## src/rtl/seg_xlate_pkg.sv

```systemverilog
package seg_xlate_pkg;

    localparam int SEL_W  = 16;
    localparam int OFF_W  = 32;
    localparam int LIN_W  = 32;
    localparam int REAL_W = 20;
    localparam int SHIFT  = 4;
    localparam int NSEG   = 4;
    localparam int SEG_IW = $clog2(NSEG);

    typedef enum logic [1:0] {
        SEG_CODE  = 2'd0,
        SEG_STACK = 2'd1,
        SEG_DATA  = 2'd2,
        SEG_EXTRA = 2'd3
    } seg_id_e;

    typedef enum logic [1:0] {
        ACC_FETCH = 2'd0,
        ACC_STACK = 2'd1,
        ACC_DATA  = 2'd2,
        ACC_EXTRA = 2'd3
    } acc_kind_e;

    typedef struct packed {
        logic present;
        logic exec;
    } seg_type_t;

    typedef struct packed {
        logic [LIN_W-1:0] base;
        logic [OFF_W-1:0] size;
        logic [1:0]       dpl;
        seg_type_t        stype;
    } seg_desc_t;

    typedef struct packed {
        logic             fault;
        logic [LIN_W-1:0] addr;
    } xlate_res_t;

    // Implicit segment for each access kind.
    function automatic seg_id_e default_seg(input acc_kind_e k);
        seg_id_e s;
        unique case (k)
            ACC_FETCH: s = SEG_CODE;
            ACC_STACK: s = SEG_STACK;
            ACC_DATA:  s = SEG_DATA;
            ACC_EXTRA: s = SEG_EXTRA;
            default:   s = SEG_DATA;
        endcase
        return s;
    endfunction

    // Shift-and-add real-mode address; carry out of the top bit is dropped.
    function automatic logic [REAL_W-1:0] real_linear(input logic [SEL_W-1:0] seg,
                                                      input logic [SEL_W-1:0] off);
        logic [REAL_W-1:0] s;
        logic [REAL_W-1:0] o;
        s = {seg, {SHIFT{1'b0}}};
        o = {{(REAL_W-SEL_W){1'b0}}, off};
        return s + o;
    endfunction

endpackage

```

## src/rtl/seg_regfile.sv

```systemverilog
module seg_regfile
    import seg_xlate_pkg::*;
#(
    parameter int N  = NSEG,
    parameter int W  = SEL_W,
    parameter int SW = $clog2(N)
) (
    input  logic                clk,
    input  logic                rst,
    input  logic                we,
    input  logic [SW-1:0]       wsel,
    input  logic [W-1:0]        wdata,
    output logic [N-1:0][W-1:0] regs
);

    for (genvar g = 0; g < N; g++) begin : g_reg
        localparam logic [SW-1:0] MY_ID = SW'(g);
        always_ff @(posedge clk) begin
            if (rst)
                regs[g] <= '0;
            else if (we && (wsel == MY_ID))
                regs[g] <= wdata;
        end
    end

endmodule

```

## src/rtl/desc_table.sv

```systemverilog
module desc_table
    import seg_xlate_pkg::*;
#(
    parameter int DEPTH = 8,
    parameter int IW    = $clog2(DEPTH),
    parameter int CW    = IW + 1
) (
    input  logic          clk,
    input  logic          rst,
    input  logic          wr_en,
    input  logic [IW-1:0] wr_idx,
    input  seg_desc_t     wr_desc,
    input  logic          ld_en,
    input  logic [CW-1:0] ld_cnt,
    input  logic [1:0]    cpl,
    input  logic [IW-1:0] rd_idx,
    output seg_desc_t     rd_desc,
    output logic [CW-1:0] count,
    output logic          ld_fault
);

    seg_desc_t ents [DEPTH];

    for (genvar g = 0; g < DEPTH; g++) begin : g_ent
        localparam logic [IW-1:0] MY_IDX = IW'(g);
        always_ff @(posedge clk) begin
            if (rst)
                ents[g] <= '0;
            else if (wr_en && (wr_idx == MY_IDX))
                ents[g] <= wr_desc;
        end
    end

    assign rd_desc = ents[rd_idx];

    logic ld_ok;
    assign ld_ok = ld_en && (cpl == 2'd0);

    always_ff @(posedge clk) begin
        if (rst) begin
            count    <= '0;
            ld_fault <= 1'b0;
        end else begin
            if (ld_ok)
                count <= ld_cnt;
            ld_fault <= ld_en && !ld_ok;
        end
    end

endmodule

```

## src/rtl/xlate_core.sv

```systemverilog
module xlate_core
    import seg_xlate_pkg::*;
#(
    parameter int IW = 3,
    parameter int CW = IW + 1
) (
    input  logic                      mode_prot,
    input  logic [1:0]                cpl,
    input  logic [1:0]                kind,
    input  logic                      ovr_en,
    input  logic [1:0]                ovr_seg,
    input  logic [OFF_W-1:0]          off,
    input  logic [NSEG-1:0][SEL_W-1:0] segs,
    input  seg_desc_t                 desc,
    input  logic [CW-1:0]             count,
    output logic [IW-1:0]             tbl_idx,
    output xlate_res_t                res
);

    acc_kind_e        akind;
    seg_id_e          sid;
    logic [SEL_W-1:0] sel;

    assign akind   = acc_kind_e'(kind);
    assign sid     = ovr_en ? seg_id_e'(ovr_seg) : default_seg(akind);
    assign sel     = segs[sid];
    assign tbl_idx = sel[IW+2:3];

    logic idx_bad, lim_bad, abs_bad, priv_bad, exec_bad, prot_fault;

    always_comb begin
        idx_bad    = ({1'b0, tbl_idx} >= count);
        lim_bad    = (off >= desc.size);
        abs_bad    = !desc.stype.present;
        priv_bad   = (cpl > desc.dpl);
        exec_bad   = (akind == ACC_FETCH) && !desc.stype.exec;
        prot_fault = idx_bad || lim_bad || abs_bad || priv_bad || exec_bad;
    end

    always_comb begin
        if (!mode_prot) begin
            res.fault = 1'b0;
            res.addr  = {{(LIN_W-REAL_W){1'b0}}, real_linear(sel, off[SEL_W-1:0])};
        end else if (prot_fault) begin
            res.fault = 1'b1;
            res.addr  = '0;
        end else begin
            res.fault = 1'b0;
            res.addr  = desc.base + off;
        end
    end

endmodule

```

## src/rtl/irq_shadow.sv

```systemverilog
module irq_shadow (
    input  logic clk,
    input  logic rst,
    input  logic ss_write,
    input  logic instr_done,
    output logic inhibit
);

    always_ff @(posedge clk) begin
        if (rst)
            inhibit <= 1'b0;
        else if (ss_write)
            inhibit <= 1'b1;
        else if (instr_done)
            inhibit <= 1'b0;
    end

endmodule

```

## src/rtl/seg_xlate_unit.sv

```systemverilog
module seg_xlate_unit
    import seg_xlate_pkg::*;
#(
    parameter int DESC_N = 8,
    parameter int IDX_W  = $clog2(DESC_N),
    parameter int CNT_W  = IDX_W + 1
) (
    input  logic             clk,
    input  logic             rst,
    input  logic             mode_prot,
    input  logic [1:0]       cpl,
    input  logic             sreg_we,
    input  logic [1:0]       sreg_sel,
    input  logic [15:0]      sreg_wdata,
    input  logic             desc_we,
    input  logic [IDX_W-1:0] desc_idx,
    input  logic [31:0]      desc_base,
    input  logic [31:0]      desc_size,
    input  logic [1:0]       desc_dpl,
    input  logic             desc_present,
    input  logic             desc_exec,
    input  logic             tbl_ld,
    input  logic [CNT_W-1:0] tbl_cnt,
    output logic             tbl_ld_fault,
    input  logic             instr_done,
    output logic             irq_inhibit,
    input  logic             req_valid,
    output logic             req_ready,
    input  logic [1:0]       req_kind,
    input  logic             req_ovr_en,
    input  logic [1:0]       req_ovr_seg,
    input  logic [31:0]      req_off,
    output logic             rsp_valid,
    input  logic             rsp_ready,
    output logic [31:0]      rsp_addr,
    output logic             rsp_fault
);

    logic [NSEG-1:0][SEL_W-1:0] segs;
    seg_desc_t                  wr_desc, rd_desc;
    logic [IDX_W-1:0]           rd_idx;
    logic [CNT_W-1:0]           count;
    xlate_res_t                 res, rsp_q;
    logic                       accept, ss_write;

    seg_regfile #(.N(NSEG), .W(SEL_W)) u_sregs (
        .clk   (clk),
        .rst   (rst),
        .we    (sreg_we),
        .wsel  (sreg_sel),
        .wdata (sreg_wdata),
        .regs  (segs)
    );

    always_comb begin
        wr_desc.base          = desc_base;
        wr_desc.size          = desc_size;
        wr_desc.dpl           = desc_dpl;
        wr_desc.stype.present = desc_present;
        wr_desc.stype.exec    = desc_exec;
    end

    desc_table #(.DEPTH(DESC_N)) u_table (
        .clk      (clk),
        .rst      (rst),
        .wr_en    (desc_we),
        .wr_idx   (desc_idx),
        .wr_desc  (wr_desc),
        .ld_en    (tbl_ld),
        .ld_cnt   (tbl_cnt),
        .cpl      (cpl),
        .rd_idx   (rd_idx),
        .rd_desc  (rd_desc),
        .count    (count),
        .ld_fault (tbl_ld_fault)
    );

    xlate_core #(.IW(IDX_W)) u_core (
        .mode_prot (mode_prot),
        .cpl       (cpl),
        .kind      (req_kind),
        .ovr_en    (req_ovr_en),
        .ovr_seg   (req_ovr_seg),
        .off       (req_off),
        .segs      (segs),
        .desc      (rd_desc),
        .count     (count),
        .tbl_idx   (rd_idx),
        .res       (res)
    );

    assign ss_write = sreg_we && (sreg_sel == SEG_STACK);

    irq_shadow u_shadow (
        .clk        (clk),
        .rst        (rst),
        .ss_write   (ss_write),
        .instr_done (instr_done),
        .inhibit    (irq_inhibit)
    );

    // Output stage: one result register with back-pressure.
    assign req_ready = !rsp_valid || rsp_ready;
    assign accept    = req_valid && req_ready;

    always_ff @(posedge clk) begin
        if (rst) begin
            rsp_valid <= 1'b0;
            rsp_q     <= '0;
        end else if (accept) begin
            rsp_valid <= 1'b1;
            rsp_q     <= res;
        end else if (rsp_ready) begin
            rsp_valid <= 1'b0;
        end
    end

    assign rsp_addr  = rsp_q.addr;
    assign rsp_fault = rsp_q.fault;

endmodule

```

## config.mk

```make
export PLATFORM = sky130hd
export DESIGN_NAME = seg_xlate_unit
export DESIGN_NICKNAME = d
export VERILOG_FILES = /design/src/rtl/seg_xlate_pkg.sv /design/src/rtl/seg_regfile.sv /design/src/rtl/desc_table.sv /design/src/rtl/xlate_core.sv /design/src/rtl/irq_shadow.sv /design/src/rtl/seg_xlate_unit.sv
export SDC_FILE = /design/constraint.sdc
export NUM_CORES = 1
export LEC_CHECK = 0
export BUFFER_PORTS_ARGS = -buffer_cell sky130_fd_sc_hd__buf_4
export CAP_MARGIN = 20
export CORE_ASPECT_RATIO = 1.25
export CORE_MARGIN = 2
export CORE_UTILIZATION = 35
export CTS_BUF_LIST = sky130_fd_sc_hd__clkbuf_8 sky130_fd_sc_hd__clkbuf_16
export DETAILED_ROUTE_END_ITERATION = 10
export GPL_TIMING_DRIVEN = 0
export REMOVE_ABC_BUFFERS = 1
export SKIP_LAST_GASP = 1
export SYNTH_ARGS = -nofsm -noshare
export SYNTH_HDL_FRONTEND = slang
export SYNTH_SLANG_ARGS = --single-unit
```

## constraint.sdc

```tcl
create_clock -name clk -period 15.75 [get_ports clk]
set_input_delay 3.15 -clock clk [delete_from_list [all_inputs] [get_ports clk]]
set_output_delay 3.15 -clock clk [all_outputs]
set_load 0.05 [all_outputs]
```

# Yosys cells after proc, flatten, opt, wreduce, memory -nomap -nowiden

Memories as Yosys holds them, arrays and structs flattened.
Index checks and enable logic that the tools add are counted.

Flip-flop bits (word level): 104
Bits in writable memories: 544
Input port bits: 141
Output and inout port bits: 37
Logic and storage cells: 113
Memories kept: 1

Memories:

| name         | depth | bits a word | rd ports | clocked after Yosys merged registers in | write ports | line             | RTL |
|---|---|---|---|---|---|---|---|
| u_table.ents | 8     | 68          | 1        | 0                                       | 8           | desc_table.sv:22 | `seg_desc_t ents [DEPTH];` |

Add/sub/neg operators: 2
$lt $le $gt $ge: 4
Equality and inequality tests: 13
Multiplexer cells: 44
Bitwise gates (word level): 8
Reduce and logical (&&, ||, !) cells: 31

Operators by type and width:

| kind                                                        | count |
|---|---|
| 2-to-1 mux 68 bit                                           | 8 |
| 2-to-1 mux 33 bit                                           | 2 |
| adder 32 bit                                                | 1 |
| binary-select mux 16 bit (select 2 bit)                     | 1 |
| greater-or-equal comparator 32 bit                          | 1 |
| 2-to-1 mux 1 bit                                            | 30 |
| adder 20 x 16 -> 20 bit                                     | 1 |
| logical AND 1 bit                                           | 16 |
| 2-to-1 mux 16 bit                                           | 1 |
| == test 3 bit (second input constant)                       | 4 |
| == test 2 bit (second input constant)                       | 4 |
| bitwise OR 1 bit                                            | 8 |
| case mux 2 bit (4 select lines)                             | 1 |
| == test 3 x 2 -> 1 bit (second input constant)              | 2 |
| zero test 2 bit                                             | 3 |
| logical OR 1 bit                                            | 5 |
| == test 2 x 1 -> 1 bit (second input constant)              | 2 |
| greater-or-equal comparator 3 x 4 -> 1 bit                  | 1 |
| zero test 1 bit                                             | 4 |
| nonzero test 2 bit                                          | 2 |
| == test 3 x 1 -> 1 bit (second input constant)              | 1 |
| zero test 3 bit                                             | 1 |
| less-than comparator 2 x 3 -> 1 bit (second input constant) | 1 |
| > comparator 2 bit                                          | 1 |
| 2-to-1 mux 2 bit                                            | 1 |

# Longest topological paths before layout

Gate-level depths: netlist (run 1).
An unclocked memory read counts as a cell.

Depth after elaboration: 13
Mapped depth: 21
Mapped depth without buffers: 16

# Cells and area by module

From an unflattened synthesis (run 1), not the netlist that was laid out.

Cell total of the unflattened synthesis: 2333
Area, all modules: 32610.0 um2

By module, submodules not included:

| module         | times used | cells each | area an instance (um2) | seq. area each (um2) |
|---|---|---|---|---|
| desc_table     | 1          | 1425       | 24405.9                | 16435.8 |
| xlate_core     | 1          | 518        | 3982.6                 | 0.0 |
| seg_regfile    | 1          | 229        | 2549.9                 | 1281.2 |
| seg_xlate_unit | 1          | 157        | 1632.8                 | 680.7 |
| irq_shadow     | 1          | 4          | 38.8                   | 20.0 |

# Worst setup path after synthesis (run 1)

No wires, ideal clock.

Kind: input to register
From: in req_ovr_en
To: reg rsp_q, in the netlist rsp_addr[22]
Setup time: 0.060 ns
Arrival time: 7.508 ns
Data required time: 15.690 ns
Slack: 8.181 ns
Stages on the path: 18
Path buffers: 4
Cell sequence: mux2i_2 > mux4_2 > buf_2 > buf_1 > clkbuf_1 > mux4_2 > mux2_2 > ha_1 > nand2b_1 > a2111oi_0 > o211ai_1 > a2111oi_0 > nor4_1 > nor4_2 > and2_4 > nor3b_4 > buf_6 > a22o_1

Word-level cells in the longest chain between the ends: 11
Elaborated cells on any way between the ends: 17
Classes of those cells: add/sub (1); order compare (3); mux (5); reduce/logical (7); memory (1)

RTL lines:

| element                                     | line                  | RTL |
|---|---|---|
| from (decl)                                 | seg_xlate_unit.sv:30  | `input logic req_ovr_en,` |
| 2-to-1 mux 2 bit (*)                        | xlate_core.sv:25      | `assign sid = ovr_en ? seg_id_e'(ovr_seg) : default_seg(akind);` |
| binary-select mux 16 bit (select 2 bit) (*) | xlate_core.sv:26      | `assign sel = segs[sid];` |
| 2-to-1 mux 16 bit (not written as such) (*) | xlate_core.sv:26      |  |
| memory read (8 x 68 bit)                    | n/a                   |  |
| greater-or-equal comparator 32 bit          | xlate_core.sv:33      | `lim_bad = (off >= desc.size);` |
| logical OR 1 bit (4 in a row)               | xlate_core.sv:37      | `prot_fault = idx_bad \|\| lim_bad \|\| abs_bad \|\| priv_bad \|\| exec_bad;` |
| 2-to-1 mux 33 bit (*)                       | xlate_core.sv:44      | `end else if (prot_fault) begin` |
| 2-to-1 mux 33 bit (*)                       | xlate_core.sv:41      | `if (!mode_prot) begin` |
| to (signal assigned)                        | seg_xlate_unit.sv:112 | `rsp_q <= res;` |
| to (decl)                                   | seg_xlate_unit.sv:43  | `xlate_res_t res, rsp_q;` |

Every way passes the cells marked *; elsewhere a longest branch is shown, timed or not. The select of a mux whose other input is x is not followed.
A chain may end at the register's enable or synchronous reset.

# Final worst setup path (run 1)

From: in req_ovr_en
To: reg rsp_q, in the netlist rsp_addr[31]

Same word-level chain as after synthesis.

==> flow_summary.toml, run 1 <==
[setup_path]
worst-setup-path-type = "in2reg"
crit_chain = "buf_4 -> mux2i_4 -> mux4_4 -> buf_16 -> buf_16 -> buf_16 -> mux4_2 -> mux2i_1 -> ha_1 -> a21oi_1 -> nor3_1 -> a2111oi_0 -> o221a_2 -> o41ai_1 -> nor4_2 -> and2_4 -> nor3b_4 -> a22o_1"
r2r_slack_ns = 9.45
critPathSlowestCell = "mux4_4"
cp_common_cell = "buf_16"
end_kind = "register"
required_ns = 16.33
arrival_ns = 10.07
critPathLaunchType = "primary input"
crit_fanout = 45
crit_family = "multiplexers"
cp.buffers_inverters = 4
slowest_delay_ns = 0.76

[logic_synthesis]
yosys_register_bits = 648
ys_seq_area_share_pct = 59.1
dominantRegCellSynth = "edfxtp_1"
syn_inst = 2277
ys_types = 68
synth_area_um2 = 31200
synth-async-reset-ratio_pct = 0
synth_edf_count = 544
yosys_warnings = 0
synth_area_per_cell_um2 = 13.7

[drt]
wire_per_inst_um = 24.2
first_pass_iters = 5
wl_met3_mm = 6.23
wl_mm = 89.4
met2_length_mm = 45.4
vias = 19495
viasPerCell = 5.27
ant_nets = 0
drt_iter0_drc = 1774
wl_met1_mm = 35.5
drc = 0
routed.top_layer = "met5"

[power]
p_leak_uw = 0.0133
power.total_uw = 4130
ir_drop_v = 0.0000948
p_per_area_nw_per_um2 = 111

[timing]
rsz0062_at_grt = "false"
hold_violations = 0
slew-limit-headroom_pct = 31.9
drv_slew = 0
skew_ns = 0.0352
finalSetupViolCount = 0
setup-tns-final_ns = 0
fmax_ghz = 0.105
holdWs_ns = 0.457
min_period_over_period_pct = 60.2
worst_pin_slew_ns = 1.02
post-route-min-period_ns = 9.49

[die]
floorplan.die_area_um2 = 91400
coreArea_um2 = 88400
num_rows = 122
num_io_pins = 178
die_h_um = 338
die-width_um = 271
start_util_pct = 35.3

[layout]
fin_cells = 3697
synthToLayoutAreaGrowth_pct = 19.2
register_area_um2 = 18400
final_cell_area_um2 = 37100
nNetsFinal = 2680
multi_input_area_um2 = 12200
drive_gt1_share_pct = 21.9
nFillCells = 8041

[grt]
grt.total_usage_pct = 19.5
grt_overflow_total = 0
grt_pass1_wl_mm = 132
antenna_found_initial = 12
grt_pass1_vias = 20550
grt_max_degree = 105

[placement]
portBuffers = 177
hpwl_mm = 59.3
dp_cells = 3559
place_area_um2 = 34800
gp_congestion = 0.864

[cts]
hold_buffers = 0
cts_resized = 0
cts_tree = "done"
worstSkewPairLatency_ns = 0.64
clockBufferDepth = 3
post_cts_buffers = 0
clockRootBuffer = "clkbuf_16"
cts.sinks = 648
cts_made_buffers = 72
htreeDepth = 3
path_clk_slew_ns = 0.06

[run_status]
status = "finished, final reports clean"

[run]
max_cap_viol_count = 0

[worst_hold_path]
min_path_type = "reg2reg"
-- routing by layer --
metal,up-vias,global-route usage [%]
met5,-,0
li1,8757,-
met2,705,34.6
met4,16,4.96
met3,148,4.01
met1,9869,24.2
-- registers in the layout (all words and copies together) (netlist names) --
signal            count
rsp_fault             1
rsp_valid             1
u_table.ents        544
u_sregs.regs         64
u_table.ld_fault      1
u_shadow.inhibit      1
u_table.count         4
rsp_addr             32
-- cell usage after synthesis (all sizes together), types with 5 or more instances --
cell,n,area (um^2)
buf,33,190
a21oi,122,611
o21a,7,52.6
o21ai,29,145
a221oi,7,73.8
nand2,153,574
and2,550,3440
a2111oi,5,43.8
xnor2,31,272
o21bai,11,82.6
a31oi,8,50.1
a21o,25,188
dfxtp,104,2080
nor3,22,110
mux2i,60,617
inv,25,93.8
mux2,33,372
nand4,8,50.1
xor2,10,87.6
ha,80,1000
nor2,51,191
nand2b,12,75.1
o211ai,6,45.0
nand3,22,110
edfxtp,544,16300
nor2b,8,50.1
mux4,145,3270
clkbuf,102,383
a22o,12,105
-- worst paths after layout --
kind                                 from                      endpoint  cells after the start
max reg2reg  u_sregs.regs[4]$_SDFFE_PP0P_     rsp_addr[31]$_SDFFE_PP0P_                     16
min reg2reg  u_sregs.regs[9]$_SDFFE_PP0P_  u_sregs.regs[9]$_SDFFE_PP0P_                      2
max                            req_ovr_en     rsp_addr[31]$_SDFFE_PP0P_                     18
min          u_sregs.regs[9]$_SDFFE_PP0P_  u_sregs.regs[9]$_SDFFE_PP0P_                      2
-- cells by family after synthesis --
| group | after synthesis | share of synthesized area [%] |
|---|---|---|
| buf+inv | 160 | 2.14 |
| xor+xnor | 41 | 1.15 |
| fa+ha+maj | 82 | 3.34 |
| flops | 648 | 59.1 |
| mux | 238 | 13.7 |
| simple gates | 848 | 15.3 |
| compound gates | 260 | 5.25 |
-- power by group --
| group | internal [uW] | total, uW | leakage [uW] | switching [uW] |
|---|---|---|---|---|
| combinational | 228 | 537 | 0.00602 | 309 |
| clock | 906 | 1610 | 0.00121 | 700 |
| sequential | 1960 | 1990 | 0.00611 | 29.1 |
-- per-stage QoR --
step                      setup slack, ns  utilization, %
after floorplan                      3.81               -
after global placement              -4.15            37.8
after detailed placement             5.46            39.4
after CTS                            6.07            42.0
after global routing                 5.92            42.0
final                                6.26            42.0
-- tightest hold or removal path, cell delays in order, from the launching register on --
cell and delay, ns:
dfxtp_1 0.31, nand2_1 0.05, a21oi_1 0.05
-- cell type report --
type	instances	share of cell area, %
inverter	25	0.253
timing repair buffer	241	7.06
sequential	648	49.6
tap	1178	3.97
multi-input combinational	1469	33.0
clock inverter	48	0.812
clock buffer	83	5.32
antenna	5	0.0337
-- layout by cell type (no fill, tap or decap), drive strengths merged, types with 33 or more instances in the layout --
master,synthesis,final
a21oi,122,122
edfxtp,544,544
ha,80,80
nor2,51,51
and2,550,550
mux2,33,33
inv,25,51
mux4,145,145
buf,33,241
nand2,153,153
mux2i,60,60
clkbuf,102,83
dfxtp,104,104
Note: power is estimated with default switching activity, not from simulation.
==> run 2, diff against run 1 <==
--- a/config.mk
+++ b/config.mk
@@ -5,6 +5,7 @@
 export SDC_FILE = /design/constraint.sdc
 export NUM_CORES = 1
 export LEC_CHECK = 0
+export ABC_AREA = 1
 export BUFFER_PORTS_ARGS = -buffer_cell sky130_fd_sc_hd__buf_4
 export CAP_MARGIN = 20
 export CORE_ASPECT_RATIO = 1.25
==> constraint.sdc (replaced) <==
create_clock -name clk -period 7.6 [get_ports clk]
set_input_delay 1.52 -clock clk [delete_from_list [all_inputs] [get_ports clk]]
set_output_delay 1.52 -clock clk [all_outputs]
set_load 0.05 [all_outputs]
==> run 2 against run 1 <==
  * Hold slack worse by 0.0078 ns
  * Clock power up 110%
  * Power grew 130%
  * Critical path depth rose by 8
==> flow_summary.toml, run 2 <==
[setup_path]
arrival_ns = 7.09
crit_fanout = 55
r2r-end = "rsp_addr[30]$_SDFFE_PP0P_"
required_ns = 8.16
critPathLaunchType = "primary input"
r2r_cells = 23
end_kind = "register"
worst-setup-path-type = "in2reg"
reg2reg_from = "u_sregs.regs[53]$_SDFFE_PP0P_"
r2r_slack_ns = 2.63

[layout]
largest_reg_flops = 544
final_cell_mix = "834 x nor2_1, 544 x edfxtp_1, 540 x nand2_1"
top_register = "u_table.ents"
nFillCells = 8472
drive_gt1_share_pct = 10.9
layout_commonest_cell = "nor2_1"
nNetsFinal = 3702
synthToLayoutAreaGrowth_pct = 17.1

[placement]
dp_slack_ns = 0.481
gp_congestion = 0.890
portBuffers = 177
hpwl_mm = 57.8

[logic_synthesis]
synth_common_cells = "834 x nor2_1, 551 x nand2_1, 544 x edfxtp_1"
yosysMostFrequentCell = "nor2_1"
syn_inst = 3398
synth_edf_count = 544
synth-async-reset-ratio_pct = 0
yosysTopAreaCell = "edfxtp_1"
ys_seq_area_share_pct = 59.0
synth_area_um2 = 31200
yosys.area.top_type_share_pct = 52.3
yosys-top-cells-area = "edfxtp_1 52%, nor2_1 10%, dfxtp_1 6.7%, nand2_1 6.6%, o21ai_0 5.0%"
yosys_warnings = 0
ys_types = 46
synth_area_per_cell_um2 = 9.18
dominantRegCellSynth = "edfxtp_1"
yosys_register_bits = 648

[worst_hold_path]
min_to = "u_sregs.regs[60]$_SDFFE_PP0P_"
worstHoldStart = "u_sregs.regs[60]$_SDFFE_PP0P_"
hold_depth = 2
min_path_type = "reg2reg"

[cts]
clockRootBuffer = "clkbuf_16"
post_cts_buffers = 0
hold_buffers = 0
cts_resized = 0
worstSkewPairLatency_ns = 0.63
cts_made_buffers = 71
cts_tree = "done"
path_clk_slew_ns = 0.06
htreeDepth = 3
cts.sinks = 648
clockBufferDepth = 3

[drt]
ant_nets = 0
drc = 0
wl_mm = 99.0
first_pass_iters = 7
vias = 25233
viasPerCell = 5.35
wire_per_inst_um = 21.0
drt_iter0_drc = 2911

[timing]
skew_ns = 0.0337
setup-tns-final_ns = 0
rsz0062_at_grt = "false"
finalSetupViolCount = 0
worst_pin_slew_ns = 1.16
fmax_ghz = 0.153
drv_slew = 0
slew-limit-headroom_pct = 22.7
min_period_over_period_pct = 86.0
setup_slack_ns = 1.06
hold_violations = 0
post-route-min-period_ns = 6.54

[power]
power.total_uw = 9540
ir_drop_v = 0.000130
p_per_area_nw_per_um2 = 261
p_leak_uw = 0.0143

[grt]
grt_max_degree = 127
grt_overflow_total = 0
antenna_found_initial = 1
grt_pass1_vias = 23721
grt.total_usage_pct = 21.2
grt_pass1_wl_mm = 147

[die]
num_rows = 122
floorplan.die_area_um2 = 91600
die-width_um = 271
start_util_pct = 35.3
die_h_um = 338
coreArea_um2 = 88400
num_io_pins = 178

[run_status]
status = "finished, final reports clean"

[run]
max_cap_viol_count = 0
## run 2: cell count changes after synthesis, sizes merged, moves of 29 or more
cell	change
clkbuf	+42
and2	-550
mux4	-145
mux2i	-60
nand3	+271
inv	+143
mux2	-33
o221ai	+29
o21ai	+287
nor2	+786
o22ai	+29
nand2	+405
## run 2: through the flow
step	hold slack (ns)	instances	cell area, um^2	util [%]
floorplan	0.427	3198	30400	-
global placement	0.440	4553	33200	37.5
detailed placement	0.446	4584	34200	38.7
CTS	0.455	4716	36500	41.3
global route	0.477	4717	36500	41.3
finish	0.450	4717	36500	41.3
## run 2: cell type report
class / count / area (um^2) / area share (%)
sequential: 648 / 18400 / 50.4
multi-input combinational: 2379 / 11500 / 31.5
timing repair buffer: 208 / 2120 / 5.81
clock buffer: 81 / 1950 / 5.33
tap: 1178 / 1470 / 4.03
inverter: 171 / 647 / 1.77
clock inverter: 51 / 404 / 1.11
antenna: 1 / 2.50 / 0.00685
## run 2: where the power goes
part | switching (uW) | leakage [uW] | total [uW] | internal (uW)
Clock | 1470 | 0.00121 | 3460 | 1990
Combinational | 1340 | 0.00698 | 1940 | 602
Sequential | 66.4 | 0.00611 | 4140 | 4080
## run 2: worst max-delay path: stages
cell     delay [ns]
buf_4          0.13
inv_2          0.10
nand2_1        0.07
nand2_1        0.66
nand2_1        0.11
nand3_1        0.15
nand2_4        0.45
buf_16         0.44
inv_2          0.37
buf_12         0.29
nand3_1        0.12
nand2_1        0.15
ha_1           0.23
inv_1          0.07
fa_1           0.46
nor3_1         0.21
nor2_1         0.11
o21ai_0        0.45
nand3_1        0.13
nand2_1        0.24
nand2_1        0.08
inv_1          0.07
nor2_1         0.04
nand2_1        0.08
nand3_2        0.12
a21oi_2        0.15
## run 2: cell families after synthesis
| kind of cell | after synthesis | synth area share [%] |
|---|---|---|
| fa+ha+maj | 82 | 3.34 |
| buf+inv | 371 | 4.73 |
| compound gates | 553 | 9.74 |
| simple gates | 1720 | 22.5 |
| flops | 648 | 59.0 |
| xor+xnor | 24 | 0.674 |
## run 2: routing by layer
layer  track usage, %  wire length, um  vias to the layer above
met5                0                0                        -
met4             7.89             3190                        0
met3             2.77             7920                      151
met2             34.3            45500                     1110
met1             29.0            42400                    12259
li1                 -                -                    11713
## run 2: how the worst max path moves through the flow
stage | startpoint | to | slack (ns)
5_1_grt | req_ovr_en | rsp_addr[30]$_SDFFE_PP0P_ | 0.74
4_1_cts | req_ovr_en | rsp_addr[30]$_SDFFE_PP0P_ | 1.12
3_5_place_dp | req_ovr_en | rsp_addr[30]$_SDFFE_PP0P_ | 0.48
6_report | req_ovr_en | rsp_addr[30]$_SDFFE_PP0P_ | 1.06
3_3_place_gp | rst | u_table.ents[7][40]$_SDFFCE_PN0P_ | -6.16
2_1_floorplan | req_ovr_en | rsp_addr[29]$_SDFFE_PP0P_ | -0.64
